$ cat config.mk
export PLATFORM = sky130hd
export DESIGN_NAME = uart_frame_tunnel
export DESIGN_NICKNAME = d
export VERILOG_FILES = /design/src/rtl/uft_pkg.sv /design/src/rtl/uft_phase.sv /design/src/rtl/uft_sampler.sv /design/src/rtl/uft_replay.sv /design/src/rtl/uart_frame_tunnel.sv
export SDC_FILE = /design/constraint.sdc
export NUM_CORES = 1
export LEC_CHECK = 0
export ABC_AREA = 0
export BUFFER_PORTS_ARGS = -buffer_cell sky130_fd_sc_hd__buf_2
export CAP_MARGIN = 30
export CORE_ASPECT_RATIO = 1.5
export CORE_MARGIN = 1
export CORE_UTILIZATION = 49
export DETAILED_ROUTE_END_ITERATION = 6
export PLACE_DENSITY = 0.82
export SLEW_MARGIN = 20
export SYNTH_ARGS = -nofsm -noshare
export SYNTH_HDL_FRONTEND = slang
export SYNTH_SLANG_ARGS = --single-unit
export TNS_END_PERCENT = 30
$ cat constraint.sdc
create_clock -name clk_i -period 1.4 [get_ports clk_i]
set_clock_uncertainty 0.1 [all_clocks]
set_input_delay 0.07 -clock clk_i [delete_from_list [all_inputs] [get_ports clk_i]]
set_output_delay 0.07 -clock clk_i [all_outputs]
set_load 0.03 [all_outputs]
$ cat src/rtl/uft_pkg.sv
package uft_pkg;

    // Width of an index able to address n slots (at least one bit).
    function automatic int unsigned idx_width(int unsigned n);
        return (n > 1) ? $clog2(n) : 1;
    endfunction

    // Width of a counter able to hold 0..n.
    function automatic int unsigned cnt_width(int unsigned n);
        return $clog2(n + 1);
    endfunction

endpackage

$ cat src/rtl/uft_phase.sv
module uft_phase #(
    parameter int unsigned FRAME_LEN = 12,
    parameter int unsigned SAMPLES   = 3,
    parameter int unsigned SPACING   = 4,
    localparam int unsigned CNT_W    = uft_pkg::cnt_width(FRAME_LEN),
    localparam int unsigned IDX_W    = uft_pkg::idx_width(SAMPLES)
) (
    input  logic             clk_i,
    input  logic             rst_ni,
    input  logic             frame_start_i,
    output logic             tick_o,
    output logic [IDX_W-1:0] idx_o
);

    localparam logic [CNT_W-1:0] LAST_OFF = CNT_W'(FRAME_LEN);
    localparam logic [CNT_W-1:0] STEP     = CNT_W'(SPACING);
    localparam logic [CNT_W-1:0] SPAN     = CNT_W'(SPACING * SAMPLES);

    typedef struct packed {
        logic [CNT_W-1:0] cnt;
    } phase_t;

    phase_t phase_d, phase_q;
    logic [CNT_W-1:0] off;
    logic             live;

    always_comb begin
        phase_d = phase_q;
        off     = frame_start_i ? '0 : phase_q.cnt;
        // Counter parks at LAST_OFF: no slots until the next strobe.
        live    = frame_start_i || (phase_q.cnt < LAST_OFF);
        tick_o  = live && ((off % STEP) == '0) && (off < SPAN);
        idx_o   = IDX_W'(off / STEP);
        if (frame_start_i) begin
            phase_d.cnt = CNT_W'(1);
        end else if (phase_q.cnt < LAST_OFF) begin
            phase_d.cnt = phase_q.cnt + CNT_W'(1);
        end
    end

    always_ff @(posedge clk_i or negedge rst_ni) begin
        if (!rst_ni) begin
            phase_q.cnt <= LAST_OFF;
        end else begin
            phase_q <= phase_d;
        end
    end

endmodule

$ cat src/rtl/uft_sampler.sv
module uft_sampler #(
    parameter int unsigned SAMPLES = 3,
    localparam int unsigned IDX_W  = uft_pkg::idx_width(SAMPLES)
) (
    input  logic               clk_i,
    input  logic               rst_ni,
    input  logic               frame_start_i,
    input  logic               tick_i,
    input  logic [IDX_W-1:0]   idx_i,
    input  logic               line_i,
    output logic [SAMPLES-1:0] field_o
);

    typedef struct packed {
        logic               s1;
        logic               s2;
        logic [SAMPLES-1:0] acc;
        logic [SAMPLES-1:0] field;
    } samp_t;

    samp_t samp_d, samp_q;

    always_comb begin
        samp_d    = samp_q;
        samp_d.s1 = line_i;
        samp_d.s2 = samp_q.s1;
        // Publish the finished frame before slot 0 of the new one lands.
        if (frame_start_i) begin
            samp_d.field = samp_q.acc;
        end
        if (tick_i) begin
            samp_d.acc[idx_i] = samp_q.s2;
        end
    end

    always_ff @(posedge clk_i or negedge rst_ni) begin
        if (!rst_ni) begin
            samp_q.s1    <= 1'b1;
            samp_q.s2    <= 1'b1;
            samp_q.acc   <= '0;
            samp_q.field <= '0;
        end else begin
            samp_q <= samp_d;
        end
    end

    assign field_o = samp_q.field;

endmodule

$ cat src/rtl/uft_replay.sv
module uft_replay #(
    parameter int unsigned SAMPLES = 3,
    localparam int unsigned IDX_W  = uft_pkg::idx_width(SAMPLES)
) (
    input  logic               clk_i,
    input  logic               rst_ni,
    input  logic               frame_start_i,
    input  logic               tick_i,
    input  logic [IDX_W-1:0]   idx_i,
    input  logic               valid_i,
    input  logic [SAMPLES-1:0] field_i,
    output logic               line_o
);

    typedef struct packed {
        logic               act;
        logic               line;
        logic [SAMPLES-1:0] hold;
    } rep_t;

    rep_t               rep_d, rep_q;
    logic [SAMPLES-1:0] src;
    logic               en;

    always_comb begin
        rep_d = rep_q;
        src   = frame_start_i ? field_i : rep_q.hold;
        en    = frame_start_i ? valid_i : rep_q.act;
        if (frame_start_i) begin
            rep_d.act = valid_i;
            if (valid_i) begin
                rep_d.hold = field_i;
            end
        end
        if (tick_i && en) begin
            rep_d.line = src[idx_i];
        end
    end

    always_ff @(posedge clk_i or negedge rst_ni) begin
        if (!rst_ni) begin
            rep_q.act  <= 1'b0;
            rep_q.line <= 1'b1;
            rep_q.hold <= '1;
        end else begin
            rep_q <= rep_d;
        end
    end

    assign line_o = rep_q.line;

endmodule

$ cat src/rtl/uart_frame_tunnel.sv
module uart_frame_tunnel #(
    parameter int unsigned LINES     = 2,
    parameter int unsigned FRAME_LEN = 12,
    parameter int unsigned SAMPLES   = 3,
    parameter int unsigned SPACING   = 4,
    localparam int unsigned FIELD_W  = LINES * SAMPLES,
    localparam int unsigned IDX_W    = uft_pkg::idx_width(SAMPLES)
) (
    input  logic               clk_i,
    input  logic               rst_ni,
    input  logic               frame_start_i,
    input  logic [LINES-1:0]   line_i,
    input  logic               rx_valid_i,
    input  logic [FIELD_W-1:0] rx_field_i,
    output logic [FIELD_W-1:0] tx_field_o,
    output logic [LINES-1:0]   line_o
);

    logic             tick;
    logic [IDX_W-1:0] idx;

    uft_phase #(
        .FRAME_LEN (FRAME_LEN),
        .SAMPLES   (SAMPLES),
        .SPACING   (SPACING)
    ) u_phase (
        .clk_i         (clk_i),
        .rst_ni        (rst_ni),
        .frame_start_i (frame_start_i),
        .tick_o        (tick),
        .idx_o         (idx)
    );

    for (genvar l = 0; l < LINES; l++) begin : g_line
        uft_sampler #(
            .SAMPLES (SAMPLES)
        ) u_samp (
            .clk_i         (clk_i),
            .rst_ni        (rst_ni),
            .frame_start_i (frame_start_i),
            .tick_i        (tick),
            .idx_i         (idx),
            .line_i        (line_i[l]),
            .field_o       (tx_field_o[l*SAMPLES +: SAMPLES])
        );

        uft_replay #(
            .SAMPLES (SAMPLES)
        ) u_rep (
            .clk_i         (clk_i),
            .rst_ni        (rst_ni),
            .frame_start_i (frame_start_i),
            .tick_i        (tick),
            .idx_i         (idx),
            .valid_i       (rx_valid_i),
            .field_i       (rx_field_i[l*SAMPLES +: SAMPLES]),
            .line_o        (line_o[l])
        );
    end

endmodule

## Yosys cells after proc, flatten, opt, wreduce, memory -nomap -nowiden

Index checks and enable logic that the tools add are counted.

| cells by class | value |
|---|---|
| mux-type cells | 15 |
| $add $sub $neg | 1 |
| reductions and logical operators | 9 |
| magnitude comparators | 4 |

Operators by type and width:

| operator | count |
|---|---|
| 4-bit two-way mux | 3 |
| 4-bit less-than comparator (second input constant) | 2 |
| 3-bit bitwise mux | 2 |
| 3-bit two-way mux | 2 |
| 1-bit logical AND | 5 |
| 1-bit two-way mux | 5 |
| 4-bit by 1-bit adder with 4-bit output (second input constant) | 1 |
| 1-bit binary-select mux with 2-bit select | 2 |
| 4-bit zero test | 1 |
| 2-bit by 3-bit less-than comparator with 1-bit output (second input constant) | 1 |
| 1-bit demux with 2-bit select | 1 |
| 2-bit by 1-bit >= comparator with 1-bit output (second input constant) | 1 |
| 2-bit AND reduction | 1 |
| 2-bit nonzero test | 1 |
| 1-bit logical OR | 1 |

| storage, ports and cells | value |
|---|---|
| input bits | 12 |
| register bits after elaboration | 30 |

## Depth between registers and ports, before layout

| logic depth | value |
|---|---|
| depth in word-level cells | 6 |
| gate-level depth with buffers | 4 |

## Cells and area by module

A second synthesis with hierarchy kept.

| second synthesis, totals | value |
|---|---|
| cells, all modules | 94 |
| area, all modules | 1338.8 um2 |

Modules (own cells, without submodules):

| module | times used | cells an instance | area each (um2) | seq. area each (um2) |
|---|---|---|---|---|
| uft_sampler | 2 | 20 | 320.3 | 202.7 |
| uft_replay | 2 | 17 | 242.7 | 130.1 |
| uft_phase | 1 | 20 | 212.7 | 102.6 |

## Worst setup path after synthesis

Ideal clock, no wire load.

| path | value |
|---|---|
| path kind | reg-to-reg |
| start | register u_phase.phase_q[3] (netlist bit) |
| end | register g_line[0].u_samp.samp_q[5] (netlist bit) |
| slack | 0.034 ns |
| clock period less this slack | 1.366 ns |
| required time | 1.175 ns |
| arrival time | 1.141 ns |
| stages on the path, launching flop included | 4 |
| path through | dfstp_2 > nor2b_2 > nand2_2 > mux2_4 |

| on the way | value |
|---|---|
| longest elaborated chain between the ends | 6 |
| elaborated cells on any way between the ends | 12 |
| those cells by class | 4 x order compare; 4 x mux; 4 x reduce/logical |

RTL lines:

| what | RTL line | source |
|---|---|---|
| from (decl) | uft_phase.sv:23 | `phase_t phase_d, phase_q;` |
| from (signal assigned) | uft_phase.sv:45 | `phase_q <= phase_d;` |
| 4-bit two-way mux | uft_phase.sv:29 | `off = frame_start_i ? '0 : phase_q.cnt;` |
| 2-bit by 3-bit less-than comparator with 1-bit output (implied by the code) / 2-bit by 1-bit >= comparator with 1-bit output (equally long branches) | uft_sampler.sv:32 | `samp_d.acc[idx_i] = samp_q.s2;` |
| 1-bit logical AND (implied by the code) | uft_sampler.sv:32 |  |
| 1-bit two-way mux (implied by the code) | uft_sampler.sv:32 |  |
| 1-bit demux with 2-bit select | -- |  |
| 3-bit bitwise mux | uft_sampler.sv:32 |  |
| to (signal assigned) | uft_sampler.sv:43 | `samp_q <= samp_d;` |
| to (decl) | uft_sampler.sv:21 | `samp_t samp_d, samp_q;` |

Parallel ways exist; a longest one is shown, timed or not.
A chain may end at the register's enable or synchronous reset.

## Final worst setup path

| path | value |
|---|---|
| start | register u_phase.phase_q[2] (netlist bit) |
| end | register g_line[1].u_rep.rep_q, in the netlist g_line[1].u_rep.line_o |

| on the way | value |
|---|---|
| longest elaborated chain between the ends | 5 |
| elaborated cells on any way between the ends | 9 |
| those cells by class | 2 x order compare; 3 x mux; 4 x reduce/logical |

RTL lines:

| what | RTL line | source |
|---|---|---|
| 4-bit less-than comparator | uft_phase.sv:31 | `live = frame_start_i \|\| (phase_q.cnt < LAST_OFF);` |
| 1-bit logical OR | uft_phase.sv:31 |  |
| 1-bit logical AND (2 in series) | uft_phase.sv:32 | `tick_o = live && ((off % STEP) == '0) && (off < SPAN);` |
| 1-bit logical AND | uft_replay.sv:35 | `if (tick_i && en) begin` |
| to (signal assigned) | uft_replay.sv:46 | `rep_q <= rep_d;` |
| to (decl) | uft_replay.sv:21 | `rep_t rep_d, rep_q;` |

Parallel ways exist; a longest one is shown, timed or not. The select of a mux whose other input is x is not followed.

==> flow_summary_export.csv <==
group,metric,value,unit
outcome,status,"finished with violations",
placement,pre_cts_slack,-0.0545,ns
final_layout,drive_above_1_share,0.609,
synthesis,ys_seq_area_frac,0.580,
synthesis,synth_cells,95,
die,fp.dieW,44.4,µm
drt,postRouteAntennaNets,0,
setup_path,slowest_stage,"dfstp_2",
placement,port_buffers,19,
timing,final.min_clock_period,1.47,ns
setup_path,cp-start-kind,"flop",
timing,rsz0062_at_grt,"true",
setup_path,slowest_delay,0.61,ns
synthesis,synth_area,1320,µm²
placement,dp.cells,146,
synthesis,yosys_warnings,0,
timing,period_share,1.05,
synthesis,synth_top_area_cell,"dfrtp_1",
timing,fmax,0.680,GHz
synthesis,ys_types,25,
setup_path,path_cells,"nor2b_4 -> a22oi_2 -> o22ai_1 -> mux2_4",
die,die_area,2920,µm²
die,fp.dieH,65.7,µm
global_route,antenna_found_initial,0,
synthesis,synth-seq-cells,30,
clocking,cts_tree,"done",
timing,finalSetupViolCount,8,
timing,holdWs,0.0337,ns
synthesis,synth_fp_nets,108,
timing,maxSlewHeadroom,0.580,
run,max-cap-violations,0,
die,ios,20,
outcome,violations,"setup timing",
clocking,clock_latency,0.33,ns
clocking,htreeDepth,2,
drt,drc_errors,0,
placement,place.gp.congestion,0.834,
timing,setup_slack,-0.0706,ns
setup_path,critical-path-top-delay-family,"flip-flops",
setup_path,critical_path_required,1.58,ns
drt,vias,818,
setup_path,cp_max_fo,7,
die,num_rows,22,
final_layout,diodes,0,
pwr,p_per_area,1370,nW/µm²
setup_path,cp-end-kind,"flop",
drt,vias_per_cell,4.99,
synthesis,synthTopCellsByArea,"dfrtp_1 30%, dfstp_2 28%, mux2_2 10%",
setup_path,reg2reg_from,"u_phase.phase_q[2]",
global_route,grt_max_degree,31,
clocking,clockBufferDepth,2,
final_layout,final_core_util,0.639,
pwr,ir_drop,995,µV
drt,routed_wl,2.23,mm
synthesis,synth_top_area_share,0.302,
hold_path,hold_class,"in2reg",
global_route,grt_pass1_wl,3.76,mm
final_layout,fin_nets,140,
global_route,grt_pass1_vias,854,
pwr,p_leak,0.724,nW
timing,drv_slew,0,
clocking,path_clk_slew,0.09,ns
global_route,grt_use_total,0.185,
die,coreArea,2500,µm²
setup_path,cp-startpoint,"u_phase.phase_q[2]",
global_route,grt.overflow.total,0,
placement,dp_hpwl,1.49,mm
drt,firstDrtPassIters,4,
clocking,cts-root-buf,"clkbuf_4",
final_layout,fin_area,1600,µm²
clocking,cts_buffers,5,
setup_path,crit_type,"reg2reg",
final_layout,fin_cells,164,
setup_path,cp.arrival,1.65,ns
setup_path,cp_num_buf_inv,0,
clocking,clock-sinks,30,
placement,place_area,1430,µm²
die,initial_core_util,0.528,
synthesis,syn_avg_cell_area,13.9,µm²
drt,drt_iter0_drc,7,
hold_path,hold_path.startpoint,"rx_valid_i",
final_layout,areaGrowthSynthToFinish,20.9,%
drt,avgRoutedWirePerCell,13.6,µm
timing,hold_violations,0,
timing,worst_pin_slew,0.629,ns
-- cells by family (layout without fill, tap and decap cells) --
logic type	Yosys count	after routing	synth area share
simple gates	20	20	0.0955
flops	30	30	0.580
compound gates	13	13	0.0633
xor+xnor	1	1	0.00662
mux	20	20	0.187
fa+ha+maj	1	1	0.00945
buf+inv	10	43	0.0577
-- worst min-delay path, delay by kind of cell --
family | cells | cell delay, ns
buf+inv | 2 | 0.24
simple gates | 2 | 0.12
-- per-stage QoR --
stage / TNS [ns] / total power (W)
floorplan: 0 / 0.00162
global placement: -0.0492 / 0.00167
detailed placement: -0.221 / 0.00170
CTS: -0.152 / 0.00220
global route: -0.750 / 0.00231
finish: -0.387 / 0.00219
-- sequential cells by signal, indices dropped and copies added (netlist names) --
name                   count
g_line.u_rep.rep_q         8
g_line.u_samp.samp_q       8
g_line.u_samp.field_o      6
u_phase.phase_q            4
g_line.u_rep.line_o        2
g_line.u_samp.samp_d       2
-- what timing repair did --
item	CTS	global route
pin swaps	1	5
setup endpoints to repair	6	8
hold endpoints to repair	24	0
resized for setup	0	4
setup buffers	1	0
hold buffers	9	0
-- report_power, final --
| group | leakage, nW | switching, W | internal, W | total (W) |
|---|---|---|---|---|
| registers | 0.347 | 0.0000931 | 0.00106 | 0.00116 |
| logic | 0.345 | 0.000290 | 0.000267 | 0.000557 |
| clock network | 0.0320 | 0.000284 | 0.000191 | 0.000475 |
| total | 0.724 | 0.000667 | 0.00152 | 0.00219 |
-- synthesized netlist by cell type, drive strengths merged --
cell    instances
nand2b          3
a31oi           1
nand2           7
buf            10
xnor2           1
nor2b           4
nor3            1
dfstp          14
ha              1
dfrtp          16
nor2            4
o22ai           2
a21oi           7
a211oi          1
mux2           20
nand3           1
a22oi           2
-- cell usage in the layout, fill, tap and decap left out --
master / netlist / routed
a22oi_2: 0 / 2
dfstp_2: 14 / 14
nor2b_4: 1 / 1
nand3_1: 1 / 1
mux2_2: 12 / 12
nor2b_2: 1 / 1
o22ai_2: 0 / 1
xnor2_1: 1 / 1
buf_4: 8 / 7
dlygate4sd3_1: 0 / 9
nand2_2: 4 / 4
a21oi_2: 2 / 2
dfrtp_1: 16 / 16
a211oi_1: 1 / 1
ha_1: 1 / 1
nand2_1: 3 / 3
mux2_4: 6 / 6
clkbuf_1: 0 / 1
nor2_1: 4 / 3
nand2b_1: 3 / 3
clkinv_2: 0 / 2
nor2b_1: 2 / 2
nor2_2: 0 / 1
a21oi_1: 5 / 5
buf_2: 1 / 19
clkbuf_4: 0 / 5
mux2_1: 2 / 2
o22ai_1: 2 / 1
nor3_4: 1 / 1
a31oi_1: 1 / 1
-- final timing paths --
check / slack (ns) / cells after the start / to
worst max-delay path: -0.07 / 4 / g_line[1].u_rep.line_o
worst min-delay path: 0.03 / 4 / g_line[0].u_rep.rep_q[4]
worst max register to register: -0.07 / 4 / g_line[1].u_rep.line_o
worst min register to register: 0.26 / 0 / g_line[1].u_samp.samp_q[6]
max in group asynchronous: 0.60 / 2 / g_line[0].u_samp.field_o[0]
min in group asynchronous: 0.18 / 2 / g_line[0].u_samp.samp_q[5]
-- routing by layer --
| metal | GRT usage | up-vias | share of wire |
|---|---|---|---|
| met4 | 0.0682 | 0 | 0.024 |
| met1 | 0.194 | 403 | 0.37 |
| met2 | 0.320 | 21 | 0.55 |
| met5 | 0 | - | 0 |
| met3 | 0.0769 | 8 | 0.046 |
| li1 | - | 386 | - |
-- cell type report --
cell class	instances	area (µm²)
clock inverters	2	10.0
flip-flops and latches	30	768
repair buffers	35	238
fillers	191	905
multi-input cells	55	498
clock buffers	6	41.3
well taps	36	45.0
(Power assumes the default switching activity.)
